<file path="src/rtl/slowdown_injector.sv">
module slowdown_injector #(
  parameter int FACTOR_W = 4,
  parameter int CNT_W    = 16
) (
  input  logic                clk,
  input  logic                rst_n,
  input  logic [FACTOR_W-1:0] factor_i,
  output logic                fetch_en_o,
  output logic                bubble_o,
  output logic [8:0]          pg_o,
  output logic [5:0]          cg_o,
  output logic [1:0]          drowsy_o,
  output logic [CNT_W-1:0]    real_cnt_o,
  output logic [CNT_W-1:0]    bubble_cnt_o
);

  localparam int PG_N = 9;
  localparam int CG_N = 6;
  localparam int DR_N = 2;

  logic [FACTOR_W-1:0] left_q, left_d, reload;
  logic                lp_q;

  assign reload   = (factor_i == '0) ? '0 : factor_i - 1'b1;
  assign bubble_o = (left_q != '0);
  assign fetch_en_o = ~bubble_o;
  assign left_d   = bubble_o ? left_q - 1'b1 : reload;

  always_ff @(posedge clk or negedge rst_n) begin
    if (!rst_n) begin
      left_q       <= '0;
      lp_q         <= 1'b0;
      real_cnt_o   <= '0;
      bubble_cnt_o <= '0;
    end else begin
      left_q <= left_d;
      lp_q   <= (left_d != '0);
      if (bubble_o) bubble_cnt_o <= bubble_cnt_o + 1'b1;
      else          real_cnt_o   <= real_cnt_o + 1'b1;
    end
  end

  assign pg_o     = {PG_N{lp_q}};
  assign cg_o     = {CG_N{lp_q}};
  assign drowsy_o = {DR_N{lp_q}};

endmodule

</file>
<file path="config.mk">
export PLATFORM = sky130hd
export DESIGN_NAME = slowdown_injector
export DESIGN_NICKNAME = d
export VERILOG_FILES = /design/src/rtl/slowdown_injector.sv
export SDC_FILE = /design/constraint.sdc
export NUM_CORES = 1
export LEC_CHECK = 0
export BUFFER_PORTS_ARGS = -buffer_cell sky130_fd_sc_hd__buf_2
export CORE_UTILIZATION = 39
export CTS_BUF_LIST = sky130_fd_sc_hd__clkbuf_4
export DETAILED_ROUTE_END_ITERATION = 16
export MAX_ROUTING_LAYER = met4
export PLACE_DENSITY = 0.66
export SETUP_SLACK_MARGIN = 0.4
export SKIP_LAST_GASP = 1
export SLEW_MARGIN = 40
export SYNTH_ARGS = -nofsm -noshare
export SYNTH_HDL_FRONTEND = slang
export SYNTH_SLANG_ARGS = --single-unit
</file>
<file path="constraint.sdc">
create_clock -name clk -period 2.1 [get_ports clk]
set_input_delay 0.42 -clock clk [delete_from_list [all_inputs] [get_ports clk]]
set_output_delay 0.42 -clock clk [all_outputs]
set_load 0.01 [all_outputs]
</file>
* Word-level counts from Yosys, hierarchy flattened
Index checks and enable logic that the tools add are counted.
** Operators by class
- Reductions and logical operators :: 3
- Divide/modulo/power cells :: 0
- Equality and inequality tests :: 0
- Add/sub/neg operators :: 4
- Multipliers :: 0
- $lt $le $gt $ge :: 0
- Bitwise operators :: 1
- Shift operators :: 0
- Muxes and demuxes :: 2
** Operators by type and width (number)
- 16-bit by 1-bit adder with 16-bit output (second input constant) :: 2
- 4-bit 2-to-1 mux :: 2
- 4-bit nonzero test :: 2
- 4-bit by 1-bit subtractor with 4-bit output (second input constant) :: 2
- 4-bit zero test :: 1
- 1-bit inverter :: 1
** Storage, ports and cells
- Input port bits :: 6
- Memory bits (read-only) :: 0
- Output and inout bits :: 51
- Latch bits :: 0
- Logic and storage cells :: 14
- Register bits after elaboration :: 37
- Memories :: 0
- RAM bits :: 0

* Depth between registers and ports, before layout
- Depth after elaboration :: 4
- Depth in mapped cells :: 8
- Depth with buffers taken out :: 7

* Worst setup path after synthesis
No wires, ideal clock.
- Path kind :: reg-to-reg
- Start point :: register left_q[0]
- End point :: register real_cnt_o[15]
- Setup time :: 0.079 ns
- Path buffers :: 2
- Path slack :: 0.116 ns
- Clock period less this slack :: 1.984 ns
- Stages on the path, launching flop included :: 9
- Data required time :: 2.021 ns
- Arrival :: 1.905 ns
- Cells stage by stage :: dfrtp_1 inv_1 ha_1 or3b_1 buf_6 or3_4 buf_6 nor3_4 xor2_1
** On the way
- Longest elaborated chain between the ends :: 1
** RTL lines
- start, declared :: line 21 : logic [FACTOR_W-1:0] left_q, left_d, reload;
- start signal, assigned :: line 36 : left_q <= left_d;
- 4-bit nonzero test :: line 25 : assign bubble_o = (left_q != '0);
- end signal, assigned :: line 39 : else real_cnt_o <= real_cnt_o + 1'b1;
- end, declared :: line 13 : output logic [CNT_W-1:0] real_cnt_o,
No other way between the ends.
A chain may end at the register's enable or synchronous reset.

* Worst setup path after layout
- Start point :: register left_q[0]
- End point :: output bubble_o
** On the way
- Longest elaborated chain between the ends :: 1
** RTL lines
- 4-bit nonzero test :: line 25
- end, declared :: line 9 : output logic bubble_o,
No other way between the ends.

==> metrics.md <==
| Metric | Value |
|---|---|
| Critical path origin | `left_q[0]` |
| Internal power | `1.49 mW` |
| Fin util | `52.5%` |
| Initial Util | `40.9%` |
| Clk_skew | `0.00898 ns` |
| Slowest cell on the critical path | `or3b_4` |
| DR pass1 iterations | `4` |
| Clock power frac | `14.7%` |
| Total Routing Usage GR | `between 10% and 20%` |
| Worst-Skew Late Latency | `0.34 ns` |
| Comb power frac | `40.5%` |
| VDD IR max | `0.832 mV` |
| Pin count of the biggest net entering global routing | `21` |
| Ys flop type | `dfrtp_1` |
| CTS tree | `yes` |
| Final min period | `2.07 ns` |
| Clock transition at path regs | `0.11 ns` |
| Vias per inst | `~4.7` |
| Core area | `~0.0044 mm^2` |
| Die X | `70.0 um` |
| Mapped Area | `0.00180 mm^2` |
| DRT iter0 DRCs | `39` |
| # nets final | `approximately 240` |
| Register area | `926 um^2` |
| Mapped Nets | `179` |
| Syn Inst Count | `170` |
| Vias | `1,335` |
| Hold Vio Cnt, Final | `0` |
| Clock root cell | `clkbuf_4` |
| Register area share after synthesis | `51.3%` |
| Sequential share of power | `44.7%` |
| Cts bufs inserted | `5` |
| Period Utilization, post-route | `98.6%` |
| Hold-fix buffers, CTS | `0` |
| Htree depth | `2` |
| First-pass GRT wire length | `5860 um` |
| Max Fclk | `483 MHz` |
| Max-slew headroom | `70.8%` |
| Ant diodes | `0` |
| RR Startpoint | `left_q[0]` |
| Yosys Warn Count | `0` |
| I/O Buffers | `56` |
| Final WL | `3500 um` |
| Die height | `70.0 um` |
| Pwr/cell area | `1020 mW/mm^2` |
| Tot Pwr | `2.37 mW` |
| Post-DR wirelength/cell | `12.2 um` |
| Initial antenna violation count | `0` |
| Max incr delay on CP | `~0.43 ns` |
| Area growth from synthesis to layout | `28.4%` |
| Die area | `between 0.004 and 0.005 mm^2` |
| Critical path class | `reg2out` |
| Data required, critical path | `1.68 ns` |
| Critical path arrival | `1.65 ns` |
| GRT overflow | `0` |
| Sw Share | `37.3%` |
| Status | `complete, no violations` |
| Rows | `24` |
| Crit path capture type | `output port` |
| IO Pins | `57` |
| Post-DP HPWL | `2400 um` |
| Critical path peak fanout | `3` |
| Fill cell count | `402` |
| DRC viols | `0` |
| Multi-input gate area in the final layout | `787 um^2` |
| Worst path cell trace | `inv_1 > ha_2 > or3b_4 > buf_6 > buf_6` |
| CTS Sinks | `37` |
| Vias in the first global route | `approximately 1,300` |
| DRT antenna net count | `0` |
| Pleak | `1.20 nW` |
| Slew @ Worst Pin | `0.437 ns` |
| Number of flops mapped to enable cells by yosys | `0` |
| Clock buffer depth | `2` |
| Routability Congestion | `0.786` |
| Share of layout cells above drive strength 1 | `between 40% and 50%` |
| Hold crit path type | `in2async` |
| Crit path top cell by count | `buf_6` |
| Setup violations, final | `0` |
| Flops & latches, synth | `37` |
| RSZ-0062 raised after global routing | `true` |
| Post-synth ARST share | `100%` |
| MaxCap Viol Count | `0` |
| Mean Syn Cell Area | `10.6 um^2` |
| Max-slew violations | `0` |
| CP startpoint kind | `flip-flop` |
| P_sw | `0.885 mW` |
| Synth cell types | `28` |
cell usage after synthesis, drive strengths merged (2+ instances only):
cell type	n	area, um^2
ha	3	37.5
dfrtp	37	926
nor3	10	66.3
and3	3	18.8
xor2	11	96.3
inv	5	18.8
or3	3	23.8
xnor2	20	175
nand2	19	71.3
nand3	10	50.1
nor2	11	41.3
and4	2	17.5
nand4	7	43.8
buf	19	150
o21ai	2	10.0
logic make-up (layout without fill, tap and decap cells):
logic type | count (synthesis) | count (layout) | synth area share [%]
XOR/XNOR | 31 | 31 | 15.0
multiplexers | 1 | 1 | 0.555
AO/OA/AOI/OAI | 7 | 7 | 2.50
flip-flops | 37 | 37 | 51.3
AND/OR/NAND/NOR | 66 | 66 | 18.9
adder cells (fa/ha/maj) | 3 | 3 | 2.08
buffers and inverters | 25 | 89 | 9.57
cell usage in the layout, fill, tap and decap left out, types with 2 or more instances in the layout:
master / instances
nor3_4: 4
nand2_1: 19
nor2_2: 2
dfrtp_1: 37
ha_1: 2
and3_1: 2
nand4_1: 7
xor2_1: 10
xnor2_1: 19
clkbuf_4: 5
and4_1: 2
or3_1: 2
buf_2: 55
nor3_1: 5
inv_1: 4
nand3_1: 9
buf_6: 8
nor2_1: 8
buf_4: 13
clkinv_1: 2
o21ai_0: 2
layout make-up:
class / instances / area share [%]
Multi-Input combinational cell: 108 / 34.0
Timing Repair Buffer: 76 / 20.0
Clock buffer: 5 / 1.62
Inverter: 5 / 1.13
Tap cell: 52 / 2.81
Clock inverter: 3 / 0.540
Sequential cell: 37 / 40.0
final timing paths:
check | end | slack [ns] | depth (start not counted)
hold reg to reg | real_cnt_o[15] | 0.46 | 1
hold / removal | real_cnt_o[4] | 0.007 | 1
min in group clk | left_q[3] | 0.36 | 3
setup reg to reg | real_cnt_o[11] | 0.10 | 7
setup / recovery | bubble_o | 0.03 | 5
max in group asynchronous | bubble_cnt_o[3] | 1.59 | 2
worst max-delay path: cells and delay by family, from the launching register on:
family        cells  cell delay [ns]
flops             1             0.41
fa+ha+maj         1             0.16
simple gates      1             0.43
buf+inv           3             0.32
flip-flops by register name (all words and copies together), names as in the netlist:
name / cells
bubble_cnt_o: 16
left_q: 4
lp_q: 1
real_cnt_o: 16
metrics by stage:
stage / instance area (um^2) / setup WS (ns) / std cells / hold WS [ns] / setup TNS (ns)
final: 2320 / 0.0300 / 286 / 0.00676 / 0
after global routing: 2320 / -0.0365 / 286 / 0.00468 / -0.0511
after CTS: 2160 / 0.0341 / 275 / 0.00335 / 0
after detailed placement: 2040 / 0.0377 / 263 / 0.384 / 0
after global placement: 2040 / 0.125 / 263 / 0.387 / 0
after floorplan: 1820 / 0.169 / 170 / 0.124 / 0
metal layers:
metal	vias up	routed length, um	GRT usage (%)	part of all wire [%]
li1	674	-	-	-
met1	622	1670	20.3	48
met2	37	1630	23.0	47
met3	2	164	5.92	4.7
met4	0	34	5.33	0.97
met5	-	0	-	0
power groups by stage:
stage	registers, mW	logic (mW)	clock network, mW
floorplan	1.09	0.513	0
global placement	1.07	0.747	0
detailed placement	1.07	0.759	0
CTS	1.06	0.839	0.363
global route	1.09	1.07	0.400
finish	1.06	0.962	0.350
what timing repair did:
action | 4_1_cts | 5_1_grt
endpoints found under the setup margin | 30 | 28
buffers inserted | 4 | 11
gates cloned | 0 | 0
pin swaps | 3 | 8
gates resized for setup | 9 | 16
(Power assumes the default switching activity.)
